`src/rtl/ep_resp_pkg.sv`:
```
package ep_resp_pkg;
  typedef enum logic [2:0] {
    RSP_NONE  = 3'd0,
    RSP_ACK   = 3'd1,
    RSP_NAK   = 3'd2,
    RSP_STALL = 3'd3,
    RSP_DATA  = 3'd4,
    RSP_ZLP   = 3'd5
  } rsp_e;

  localparam logic [1:0] XT_ISO    = 2'b11;
  localparam logic [1:0] MODE_NAK  = 2'b00;
  localparam logic [1:0] MODE_BUF  = 2'b01;
  localparam logic [1:0] MODE_STWB = 2'b10;
endpackage

```
`src/rtl/ep_cfg_reg.sv`:
```
module ep_cfg_reg #(
  parameter int unsigned CFG_W   = 16,
  parameter int unsigned MPS_W   = 10,
  parameter logic [CFG_W-1:0] CFG_RST = 16'h0040
) (
  input  logic             clk_i,
  input  logic             rst_ni,
  input  logic             we_i,
  input  logic [CFG_W-1:0] wdata_i,
  input  logic             stall_set_i,
  output logic [CFG_W-1:0] cfg_o,
  output logic [1:0]       mode_o,
  output logic             zlp_en_o,
  output logic             buf_clr_o,
  output logic             byte_mode_o,
  output logic [MPS_W-1:0] mps_o
);
  import ep_resp_pkg::*;

  localparam int unsigned MODE_LO = CFG_W - 2;
  localparam int unsigned RSV_B   = CFG_W - 3;
  localparam int unsigned ZLP_B   = CFG_W - 4;
  localparam int unsigned CLR_B   = CFG_W - 5;
  localparam int unsigned BYTE_B  = CFG_W - 6;

  logic [CFG_W-1:0] cfg_q, cfg_d;

  always_comb begin
    cfg_d = cfg_q;
    if (we_i) cfg_d = wdata_i;
    cfg_d[RSV_B] = 1'b0;
    // hardware stall write-back beats a same-cycle software write
    if (stall_set_i) cfg_d[CFG_W-1:MODE_LO] = MODE_STWB;
  end

  always_ff @(posedge clk_i or negedge rst_ni) begin
    if (!rst_ni) cfg_q <= CFG_RST;
    else         cfg_q <= cfg_d;
  end

  assign cfg_o       = cfg_q;
  assign mode_o      = cfg_q[CFG_W-1:MODE_LO];
  assign zlp_en_o    = cfg_q[ZLP_B];
  assign buf_clr_o   = cfg_q[CLR_B];
  assign byte_mode_o = cfg_q[BYTE_B];
  assign mps_o       = cfg_q[MPS_W-1:0];

  AST_RSV_ZERO: assert property (@(posedge clk_i) disable iff (!rst_ni)
    we_i |=> !cfg_o[RSV_B]);
  AST_STALL_WB: assert property (@(posedge clk_i) disable iff (!rst_ni)
    stall_set_i |=> (mode_o == MODE_STWB));
endmodule

```
`src/rtl/ep_resp_decide.sv`:
```
module ep_resp_decide (
  input  logic       tok_i,
  input  logic [1:0] mode_i,
  input  logic       iso_i,
  input  logic       dir_in_i,
  input  logic       rx_ready_i,
  input  logic       tx_ready_i,
  input  logic       oversize_i,
  input  logic       zlp_ok_i,
  output logic [2:0] rsp_o,
  output logic       nrdy_evt_o,
  output logic       stall_set_o
);
  import ep_resp_pkg::*;

  rsp_e rsp;
  logic evt, stset;

  always_comb begin
    rsp   = RSP_NONE;
    evt   = 1'b0;
    stset = 1'b0;
    if (iso_i) begin
      if (dir_in_i) begin
        rsp = tx_ready_i ? RSP_DATA : RSP_ZLP;
        evt = !tx_ready_i;
      end else if (oversize_i) begin
        stset = 1'b1;
      end else begin
        evt = !rx_ready_i;
      end
    end else if (!dir_in_i && oversize_i) begin
      rsp   = RSP_STALL;
      stset = 1'b1;
    end else if (mode_i[1]) begin
      rsp = RSP_STALL;
    end else if (mode_i == MODE_NAK) begin
      rsp = RSP_NAK;
    end else if (dir_in_i) begin
      if (tx_ready_i)    rsp = RSP_DATA;
      else if (zlp_ok_i) rsp = RSP_ZLP;
      else begin
        rsp = RSP_NAK;
        evt = 1'b1;
      end
    end else begin
      rsp = rx_ready_i ? RSP_ACK : RSP_NAK;
      evt = !rx_ready_i;
    end
  end

  assign rsp_o       = rsp;
  assign nrdy_evt_o  = tok_i && evt;
  assign stall_set_o = tok_i && stset;
endmodule

```
`src/rtl/ep_nrdy_flag.sv`:
```
module ep_nrdy_flag (
  input  logic clk_i,
  input  logic rst_ni,
  input  logic evt_i,
  input  logic clr_i,
  output logic flag_o
);
  logic flag_q;

  always_ff @(posedge clk_i or negedge rst_ni) begin
    if (!rst_ni)     flag_q <= 1'b0;
    else if (evt_i)  flag_q <= 1'b1;
    else if (clr_i)  flag_q <= 1'b0;
  end

  assign flag_o = flag_q;

  AST_NRDY_SET: assert property (@(posedge clk_i) disable iff (!rst_ni)
    evt_i |=> flag_o);
  AST_NRDY_CLR: assert property (@(posedge clk_i) disable iff (!rst_ni)
    (clr_i && !evt_i) |=> !flag_o);
endmodule

```
`src/rtl/ep_zlp_track.sv`:
```
module ep_zlp_track #(
  parameter int unsigned LEN_W = 11,
  parameter int unsigned MPS_W = 10
) (
  input  logic             clk_i,
  input  logic             rst_ni,
  input  logic             tok_i,
  input  logic [2:0]       rsp_i,
  input  logic [LEN_W-1:0] tx_len_i,
  input  logic [MPS_W-1:0] mps_i,
  output logic             armed_o
);
  import ep_resp_pkg::*;

  localparam int unsigned PAD_W = LEN_W - MPS_W;

  logic armed_q;
  logic full_pkt;

  assign full_pkt = (tx_len_i == {{PAD_W{1'b0}}, mps_i});

  always_ff @(posedge clk_i or negedge rst_ni) begin
    if (!rst_ni) armed_q <= 1'b0;
    else if (tok_i && rsp_i == RSP_DATA) armed_q <= full_pkt;
    else if (tok_i && rsp_i == RSP_ZLP)  armed_q <= 1'b0;
  end

  assign armed_o = armed_q;

  AST_ZLP_DISARM: assert property (@(posedge clk_i) disable iff (!rst_ni)
    (tok_i && rsp_i == RSP_ZLP) |=> !armed_o);
endmodule

```
`src/rtl/usb_ep_resp_ctrl.sv`:
```
module usb_ep_resp_ctrl #(
  parameter int unsigned CFG_W   = 16,
  parameter int unsigned MPS_W   = 10,
  parameter int unsigned LEN_W   = 11,
  parameter logic [CFG_W-1:0] CFG_RST = 16'h0040
) (
  input  logic             clk_i,
  input  logic             rst_ni,
  input  logic             cfg_we_i,
  input  logic [CFG_W-1:0] cfg_wdata_i,
  output logic [CFG_W-1:0] cfg_rdata_o,
  input  logic [1:0]       xfer_type_i,
  input  logic             ep_dir_in_i,
  input  logic             tok_valid_i,
  input  logic             rx_ready_i,
  input  logic             tx_ready_i,
  input  logic [LEN_W-1:0] rx_len_i,
  input  logic [LEN_W-1:0] tx_len_i,
  input  logic             nrdy_clr_i,
  output logic             resp_valid_o,
  output logic [2:0]       resp_o,
  output logic             nrdy_o,
  output logic             zlp_auto_o,
  output logic             buf_clr_o,
  output logic             byte_mode_o
);
  import ep_resp_pkg::*;

  localparam int unsigned PAD_W = LEN_W - MPS_W;

  logic [1:0]       mode;
  logic [MPS_W-1:0] mps;
  logic             zlp_en, armed, oversize, iso;
  logic [2:0]       rsp_d;
  logic             nrdy_evt, stall_set;
  logic             rvalid_q;
  logic [2:0]       rsp_q;

  assign iso      = (xfer_type_i == XT_ISO);
  assign oversize = !ep_dir_in_i && (rx_len_i > {{PAD_W{1'b0}}, mps});

  ep_cfg_reg #(.CFG_W(CFG_W), .MPS_W(MPS_W), .CFG_RST(CFG_RST)) u_cfg (
    .clk_i       (clk_i),
    .rst_ni      (rst_ni),
    .we_i        (cfg_we_i),
    .wdata_i     (cfg_wdata_i),
    .stall_set_i (stall_set),
    .cfg_o       (cfg_rdata_o),
    .mode_o      (mode),
    .zlp_en_o    (zlp_en),
    .buf_clr_o   (buf_clr_o),
    .byte_mode_o (byte_mode_o),
    .mps_o       (mps)
  );

  ep_resp_decide u_dec (
    .tok_i       (tok_valid_i),
    .mode_i      (mode),
    .iso_i       (iso),
    .dir_in_i    (ep_dir_in_i),
    .rx_ready_i  (rx_ready_i),
    .tx_ready_i  (tx_ready_i),
    .oversize_i  (oversize),
    .zlp_ok_i    (zlp_en && armed),
    .rsp_o       (rsp_d),
    .nrdy_evt_o  (nrdy_evt),
    .stall_set_o (stall_set)
  );

  ep_nrdy_flag u_nrdy (
    .clk_i  (clk_i),
    .rst_ni (rst_ni),
    .evt_i  (nrdy_evt),
    .clr_i  (nrdy_clr_i),
    .flag_o (nrdy_o)
  );

  ep_zlp_track #(.LEN_W(LEN_W), .MPS_W(MPS_W)) u_zlp (
    .clk_i    (clk_i),
    .rst_ni   (rst_ni),
    .tok_i    (tok_valid_i),
    .rsp_i    (rsp_d),
    .tx_len_i (tx_len_i),
    .mps_i    (mps),
    .armed_o  (armed)
  );

  always_ff @(posedge clk_i or negedge rst_ni) begin
    if (!rst_ni) begin
      rvalid_q <= 1'b0;
      rsp_q    <= RSP_NONE;
    end else begin
      rvalid_q <= tok_valid_i;
      if (tok_valid_i) rsp_q <= rsp_d;
    end
  end

  assign resp_valid_o = rvalid_q;
  assign resp_o       = rsp_q;
  assign zlp_auto_o   = zlp_en;

  AST_RESP_AFTER_TOK: assert property (@(posedge clk_i) disable iff (!rst_ni)
    tok_valid_i |=> resp_valid_o);
  AST_NO_SPURIOUS: assert property (@(posedge clk_i) disable iff (!rst_ni)
    !tok_valid_i |=> !resp_valid_o);
  AST_ISO_OUT_SILENT: assert property (@(posedge clk_i) disable iff (!rst_ni)
    (tok_valid_i && iso && !ep_dir_in_i) |=> (resp_o == RSP_NONE));
  AST_OVERSIZE_STALL: assert property (@(posedge clk_i) disable iff (!rst_ni)
    (tok_valid_i && oversize && !iso) |=> (resp_o == RSP_STALL));
endmodule

```
`config.mk`:
```
export PLATFORM = sky130hd
export DESIGN_NAME = usb_ep_resp_ctrl
export DESIGN_NICKNAME = d
export VERILOG_FILES = /design/src/rtl/ep_resp_pkg.sv /design/src/rtl/ep_cfg_reg.sv /design/src/rtl/ep_resp_decide.sv /design/src/rtl/ep_nrdy_flag.sv /design/src/rtl/ep_zlp_track.sv /design/src/rtl/usb_ep_resp_ctrl.sv
export SDC_FILE = /design/constraint.sdc
export NUM_CORES = 1
export LEC_CHECK = 0
export BUFFER_PORTS_ARGS = -buffer_cell sky130_fd_sc_hd__clkbuf_2
export CAP_MARGIN = 20
export CORE_MARGIN = 2
export CORE_UTILIZATION = 35
export CTS_BUF_LIST = sky130_fd_sc_hd__clkbuf_4
export CTS_CLUSTER_SIZE = 30
export DETAILED_ROUTE_END_ITERATION = 10
export GPL_TIMING_DRIVEN = 0
export PLACE_DENSITY_LB_ADDON = 0.3
export SETUP_SLACK_MARGIN = 0.4
export SKIP_CTS_REPAIR_TIMING = 1
export SYNTH_ARGS = -nofsm -noshare
export SYNTH_HDL_FRONTEND = slang
export SYNTH_SLANG_ARGS = --single-unit
```
`constraint.sdc`:
```
create_clock -name clk_i -period 1.7 [get_ports clk_i]
set_input_delay 0.34 -clock clk_i [delete_from_list [all_inputs] [get_ports clk_i]]
set_output_delay 0.34 -clock clk_i [all_outputs]
set_load 0.02 [all_outputs]
```
After elaboration in Yosys (flattened, before gate mapping)
Index checks and enable logic that the tools add are counted.
{"block": "totals", "regBits": 21, "in_bits": 48, "out_inout_bits": 24, "wordCells": 54}
{"block": "op_classes", "order_cmp": 1, "n_eq_ne": 4, "mux": 29, "reduce_logical": 14}
{"cell": "3-bit two-way mux", "n": 8}
{"cell": "1-bit two-way mux", "n": 18}
{"cell": "16-bit two-way mux", "n": 1}
{"cell": "11-bit by 10-bit == test with 1-bit output", "n": 1}
{"cell": "11-bit by 10-bit > comparator with 1-bit output", "n": 1}
{"cell": "1-bit logical AND", "n": 7}
{"cell": "3-bit == test (second input constant)", "n": 2}
{"cell": "2-bit nonzero test", "n": 3}
{"cell": "2-bit two-way mux", "n": 2}
{"cell": "1-bit zero test", "n": 3}
{"cell": "2-bit == test (second input constant)", "n": 1}
{"cell": "2-bit zero test", "n": 1}

Depth between registers and ports, before layout
Gate-level depths: netlist of run 1.
{"block": "logic_depth", "word_depth": 12, "depth_mapped": 7, "ltp_nobuf": 7}

Cells and area by module
A second synthesis of run 1 with hierarchy kept.
{"block": "unflattened", "cells_unflattened": 134, "area_unflattened_um2": 1485.2}
{"mod": "ep_cfg_reg", "instances": 1, "cells_each": 51, "area_each_um2": 737.0, "seq_area_each_um2": 376.6}
{"mod": "usb_ep_resp_ctrl", "instances": 1, "cells_each": 45, "area_each_um2": 426.7, "seq_area_each_um2": 100.1}
{"mod": "ep_zlp_track", "instances": 1, "cells_each": 17, "area_each_um2": 175.2, "seq_area_each_um2": 25.0}
{"mod": "ep_resp_decide", "instances": 1, "cells_each": 18, "area_each_um2": 110.1, "seq_area_each_um2": 0.0}
{"mod": "ep_nrdy_flag", "instances": 1, "cells_each": 3, "area_each_um2": 36.3, "seq_area_each_um2": 25.0}

Worst setup path after synthesis of run 1
OpenSTA, ideal clock, no wires.
{"block": "synth_timing", "kind": "reg-to-reg", "startpoint": "register u_cfg.cfg_q[6], in the netlist u_cfg.cfg_o[6]", "endpoint": "register u_nrdy.flag_q, in the netlist u_nrdy.flag_o", "setup_ns": 0.122, "arrival_ns": 1.781, "required_ns": 1.578, "setup_slack_ns": -0.202, "stages_incl_launch_ff": 8, "path_buffers": 0, "period_less_slack_ns": 1.902, "path_cell_list": "dfstp_2 -> inv_1 -> ha_1 -> nand4_1 -> a21oi_1 -> nor3_1 -> a211o_2 -> a32o_1"}
{"block": "synth_via", "elab_chain_len": 7, "word_cells_on_any_way": 10, "cone_classes": "1 x order compare; 5 x mux; 4 x reduce/logical"}
{"item": "from (decl)", "line_no": "ep_cfg_reg.sv:26", "text": "logic [CFG_W-1:0] cfg_q, cfg_d;"}
{"item": "from (signal assigned)", "line_no": "ep_cfg_reg.sv:38", "text": "else cfg_q <= cfg_d;"}
{"item": "11-bit by 10-bit > comparator with 1-bit output *", "line_no": "usb_ep_resp_ctrl.sv:40", "text": "assign oversize = !ep_dir_in_i && (rx_len_i > {{PAD_W{1'b0}}, mps});"}
{"item": "1-bit logical AND *", "line_no": "usb_ep_resp_ctrl.sv:40"}
{"item": "1-bit two-way mux / 1-bit logical AND (equally long branches)", "line_no": "ep_resp_decide.sv:27, ep_resp_decide.sv:32"}
{"item": "1-bit two-way mux, on equally long branches", "line_no": "ep_resp_decide.sv:24, ep_resp_decide.sv:32"}
{"item": "1-bit two-way mux *", "line_no": "ep_resp_decide.sv:23", "text": "if (iso_i) begin"}
{"item": "1-bit logical AND *", "line_no": "ep_resp_decide.sv:53", "text": "assign nrdy_evt_o = tok_i && evt;"}
{"item": "1-bit two-way mux / 2-bit nonzero test (equally long branches)"}
{"item": "to (signal assigned)", "line_no": "ep_nrdy_flag.sv:11", "text": "if (!rst_ni) flag_q <= 1'b0;"}
{"item": "to (signal assigned)", "line_no": "ep_nrdy_flag.sv:12", "text": "else if (evt_i) flag_q <= 1'b1;"}
{"item": "to (signal assigned)", "line_no": "ep_nrdy_flag.sv:13", "text": "else if (clr_i) flag_q <= 1'b0;"}
{"item": "to (decl)", "line_no": "ep_nrdy_flag.sv:8", "text": "logic flag_q;"}
Mark *: on every way between the ends. The rest lies on a longest branch, timed or not.
A chain may end at the register's enable or synchronous reset.

Worst setup path after layout of run 1
Same ends and word-level chain as after synthesis.

==> results of run 1 <==
state kept, by name, indices dropped and copies added (netlist names):
name	count
u_nrdy.flag_o	1
resp_valid_o	1
u_cfg.cfg_o	15
u_zlp.armed_o	1
resp_o	3
placed cells by master, fill, tap and decap left out, drive strengths merged, types with 2 or more instances in the layout:
| cell type | count |
|---|---|
| clkbuf | 69 |
| dfrtp | 20 |
| nand2 | 14 |
| o21ai | 14 |
| inv | 13 |
| buf | 12 |
| xor2 | 10 |
| ha | 10 |
| a21oi | 6 |
| mux2 | 5 |
| nand3 | 5 |
| nand2b | 4 |
| o31ai | 3 |
| o22ai | 2 |
| nor2 | 2 |
| mux2i | 2 |
| nor4 | 2 |
| a211oi | 2 |
| nor3 | 2 |
final cells by class:
class,instances,area (µm²)
multi-input combinational,93,697
buffer,7,53.8
fill,341,1620
inverter,13,48.8
clock inverter,1,5.00
timing repair buffer,71,388
tap,46,57.6
clock buffer,3,22.5
sequential,21,528
power breakdown:
part	internal (mW)	switching, mW	leakage [nW]
sequential	0.549	0.0413	0.250
combinational	0.204	0.238	0.656
clock	0.0875	0.155	0.0177
through the flow:
stage | TNS [ns] | power (mW) | std cells
detailed placement | -0.326 | 1.01 | 248
floorplan | -0.233 | 0.843 | 134
finish | -0.291 | 1.27 | 255
global route | -0.734 | 1.35 | 255
CTS | -0.418 | 1.26 | 252
global placement | -0.472 | 1.00 | 248
cells by family (layout without fill, tap and decap cells):
family,after synthesis,after routing,share of synthesized area
other cells,1,1,0.00294
fa+ha+maj,10,10,0.0980
flops,21,21,0.413
xor+xnor,10,10,0.0686
mux,7,7,0.0598
compound gates,31,31,0.155
simple gates,34,34,0.131
buf+inv,20,95,0.0716
per-layer routing:
metal  wire (µm)  track usage
met5           0            0
met2        1530        0.260
met4          42       0.0479
met1        1350        0.189
met3         120       0.0141
worst paths after layout:
| kind | slack [ns] | endpoint | cells past startpoint |
|---|---|---|---|
| worst min register to register | 0.52 | u_nrdy.flag_o$_DFFE_PN0P_ | 1 |
| min in group clk_i | 0.23 | u_cfg.cfg_o[6]$_DFFE_PN1P_ | 3 |
| max in group asynchronous | 1.31 | u_cfg.cfg_o[9]$_DFFE_PN0P_ | 1 |
| worst min-delay path | -0.003 | u_cfg.cfg_o[3]$_DFFE_PN0P_ | 1 |
| worst max register to register | -0.12 | u_nrdy.flag_o$_DFFE_PN0P_ | 7 |
| worst max-delay path | -0.12 | u_nrdy.flag_o$_DFFE_PN0P_ | 7 |
==> results.md, run 1 <==
* Outcome: finished, violations left
* Failing checks: negative hold slack, negative setup slack
* Post-DP HPWL at 2.46 mm
* Initial detailed-routing violation count at 34
* Area leader, netlist: dfrtp_1
* Final hold slack at -0.00270 ns
* Power density cells at 708 nW/µm²
* Worst Path Arrival at 2.03 ns
* Final Hold Fails at 12
* Clock latency on the worst-skew pair at 0.30 ns
* Initial Util at 0.374
* Most frequent cells after synthesis: dfrtp_1 (20), nand2_1 (14), inv_1 (13), o21ai_0 (13)
* GRT Total Usage at 0.148
* Root Driver: clkbuf_4
* DR DRC count at 0
* Vias in the first global route at 1,142
* Clock Skew at 0.00562 ns
* Fmax at 548 MHz
* Clock Pin Slew Worst Setup and Hold Paths at 0.12 ns
* Top-count cell post-synth: dfrtp_1
* Setup crit start kind: flip-flop
* Clk buf depth at 2
* Period utilization at 1.07
* Worst setup margin at -0.123 ns
* Total core area at 3420 µm²
* WP data required at 1.90 ns
* Max Cap Violations at 0
* P&R area growth vs syn at 41.1%
* Leakage power at 0.924 nW
* I/O pins at 72
* Diode count at 0
* Pins over their slew limit at 0
* DR vias at 1,196
* Worst Setup SP: u_cfg.cfg_o[6]$_DFFE_PN1P_
* Rows at 21
* Number of CTS-inserted buffers at 3
* Reg2reg start: u_cfg.cfg_o[6]$_DFFE_PN1P_
* Final instance area at 1800 µm²
* Worst slew margin at 0.639
* Final Core Density at 0.527
* Area post-placement at 1690 µm²
* Unique masters post-synth at 34
* Synth area leaders: dfrtp_1 (39%), ha_1 (9.8%), xor2_1 (6.9%)
* Syn nets at 192
* Die X at 64.4 µm
* Top cell family by delay on the critical path: compound AO/OA/AOI/OAI gates
* Hold Path Class: input pin to asynchronous set/reset pin
* Mean routed wirelength per cell at 11.9 µm
* Warnings, synthesis at 0
* CP max FO at 5
* Dpl ws at -0.146 ns
* Worst slew pin tran at 0.542 ns
* Register area share after synthesis at 0.413
* Area share of the largest cell type after synthesis at 0.392
* Grt total ovfl at 0
* Largest net degree at the start of global routing at 22
* Drt first pass iters at 4
* Die height at 64.4 µm
* Asr flop ratio synth at 1.00
* DR vias/cell at 4.69
* Cell Area, Synth at 1280 µm²
* Post-route ant nets at 0
* Crit Path Class: flip-flop to flip-flop
* Die area at 4150 µm²
* RSZ-0062 raised after global routing: yes
* Mean Syn Cell Area at 9.52 µm²
* Post-synth EDFFs at 0
* GP Congestion at 0.773
* Final setup vio count at 4
* Period minus WS final at 1.82 ns
* CTS tree: built
* CTS sink count at 21
* Count of input and output buffers at 68
* CP endpoint kind: flip-flop
* First-pass GRT wire length at 4.80 mm
* H-tree depth at 1
* Primary FF master, synth: dfrtp_1
* Yosys reg bits at 21
* Crit path buf inv count at 1
* Crit-path cells: inv_2 > ha_4 > nand4_1 > a21oi_2 > nor3_2 > a211o_2 > a32o_1
* Peak VDD IR at 320 µV
* Layout cell share with drive strength beyond 1 at 0.464
* Gate Count Post-Synth at 134
* Crit path max-delay cell type: dfstp_2
* Total Nets Final at 268
* DRT Wirelength at 3.04 mm
* Initial antenna violation count at 0
* Critical Path Max Stage Delay at 0.56 ns
Note: power is estimated with default switching activity, not from simulation.
==> run 2: changes to the inputs <==
CELL_PAD_IN_SITES_DETAIL_PLACEMENT = 1   (was default)
CELL_PAD_IN_SITES_GLOBAL_PLACEMENT = 2   (was default)
CORE_UTILIZATION = 22   (was 35)
==> run 2 against run 1 <==
Net effect:
- the flow still finishes with violations (negative hold slack, negative setup slack)
- hold slack worse by 0.0018 ns
- clock power grew 12%
- count of clock-buffer cells in the layout increased by 1
- largest power group unchanged
- die area increased by 55%
- non-clock buffer count up 5
==> results.md, run 2 (synthesized netlist as in run 1, its figures left out) <==
* Outcome: finished, violations left
* Failing checks: negative hold slack, negative setup slack
* First-pass GRT wire length at 5.99 mm
* Max Cap Violations at 0
* DR DRC count at 0
* Post-route ant nets at 0
* Max reg flops at 15
* Period minus WS final at 1.84 ns
* Number of CTS-inserted buffers at 3
* CTS tree: built
* Worst slew pin tran at 0.559 ns
* Total Nets Final at 273
* Crit Path Class: flip-flop to flip-flop
* Crit path max-delay cell type: dfstp_2
* Total core area at 5540 µm²
* P&R area growth vs syn at 50.7%
* Power density cells at 706 nW/µm²
* Diode count at 0
* Vias in the first global route at 1,232
* Initial antenna violation count at 0
* Final instance area at 1920 µm²
* CP max FO at 5
* Worst setup margin at -0.138 ns
* Grt total ovfl at 0
* Die X at 80.2 µm
* Final Hold Fails at 8
* DR vias/cell at 4.26
* GRT Total Usage at 0.120
* Clock Skew at 0.00111 ns
* Most common cell after layout, fill and taps aside: clkbuf_2
* Rows at 27
* Layout cell share with drive strength beyond 1 at 0.495
* I/O pins at 72
* DR vias at 1,217
* Dpl ws at -0.209 ns
* Leakage power at 0.960 nW
* Root Driver: clkbuf_4
* Final setup TNS at -0.589 ns
* Fillers at 699
* Die height at 80.2 µm
* Post-DP HPWL at 3.00 mm
* Period utilization at 1.08
* CP endpoint kind: flip-flop
* H-tree depth at 1
* Crit-path cells: inv_2 > ha_4 > nand4_1 > a21oi_2 > nor3_2 > a211o_4 > a32o_1
* Initial detailed-routing violation count at 28
* Largest net degree at the start of global routing at 22
* Area post-placement at 1720 µm²
* Worst Path Arrival at 2.05 ns
* Peak VDD IR at 216 µV
* Clock latency on the worst-skew pair at 0.30 ns
* CTS sink count at 21
* Initial Util at 0.230
* Count of input and output buffers at 68
* Clk buf depth at 2
* DRT Wirelength at 3.84 mm
* Most frequent cells in the layout: clkbuf_2 (57), dfrtp_1 (18), nand2_1 (14)
* GP Congestion at 0.756
* Final hold slack at -0.00450 ns
* Clock Pin Slew Worst Setup and Hold Paths at 0.13 ns
* Fmax at 544 MHz
* Mean routed wirelength per cell at 13.4 µm
* Drt first pass iters at 4
* Critical Path Max Stage Delay at 0.56 ns
* WP data required at 1.91 ns
* RSZ-0062 raised after global routing: yes
* Final setup vio count at 5
* Pins over their slew limit at 0
* Die area at 6430 µm²
* Worst slew margin at 0.627
* Hold Path Class: input pin to asynchronous set/reset pin
* Setup crit start kind: flip-flop
==> run 2: cell type report <==
class,instances,area (µm²),share of cell area
multi-input cells,93,719,0.374
flip-flops and latches,21,529,0.275
repair buffers,76,452,0.235
well taps,72,90.1,0.0468
plain buffers,7,53.8,0.0280
inverters,13,48.8,0.0254
clock buffers,4,30.0,0.0156
==> run 2: routing by layer <==
layer,global-route usage,up-vias,share of wire
li1,-,616,-
met3,0.0348,2,0.080
met1,0.163,557,0.48
met5,0,-,0
met2,0.188,42,0.44
met4,0.0254,0,0.0034
==> run 2: power breakdown <==
group	internal [mW]	switching, mW
clock network	0.107	0.163
registers	0.549	0.0411
logic	0.235	0.262
total	0.892	0.466
==> run 2: metrics by stage <==
stage | utilization | power [mW] | cells | hold WS [ns]
floorplan | - | 0.843 | 134 | 0.0444
global placement | 0.311 | 1.02 | 274 | 0.367
detailed placement | 0.311 | 1.02 | 274 | 0.370
CTS | 0.316 | 1.30 | 278 | 0.0128
global route | 0.347 | 1.45 | 286 | 0.0465
finish | 0.347 | 1.36 | 286 | -0.00450
==> run 2: final timing paths <==
path,start,endpoint,slack [ns],depth (start not counted)
worst max-delay path,u_cfg.cfg_o[6]$_DFFE_PN1P_,u_nrdy.flag_o$_DFFE_PN0P_,-0.14,7
worst min-delay path,rst_ni,u_nrdy.flag_o$_DFFE_PN0P_,-0.004,1
worst max register to register,u_cfg.cfg_o[6]$_DFFE_PN1P_,u_nrdy.flag_o$_DFFE_PN0P_,-0.14,7
worst min register to register,u_nrdy.flag_o$_DFFE_PN0P_,u_nrdy.flag_o$_DFFE_PN0P_,0.52,1
max in group asynchronous,rst_ni,u_cfg.cfg_o[9]$_DFFE_PN0P_,1.31,1
min in group clk_i,cfg_wdata_i[6],u_cfg.cfg_o[6]$_DFFE_PN1P_,0.23,3
==> run 2: worst max-delay path: cells and delay by family (launching register included) <==
family	cells	cell delay [ns]
simple gates	2	0.16
compound gates	3	0.72
buf+inv	1	0.05
flops	1	0.56
fa+ha+maj	1	0.25
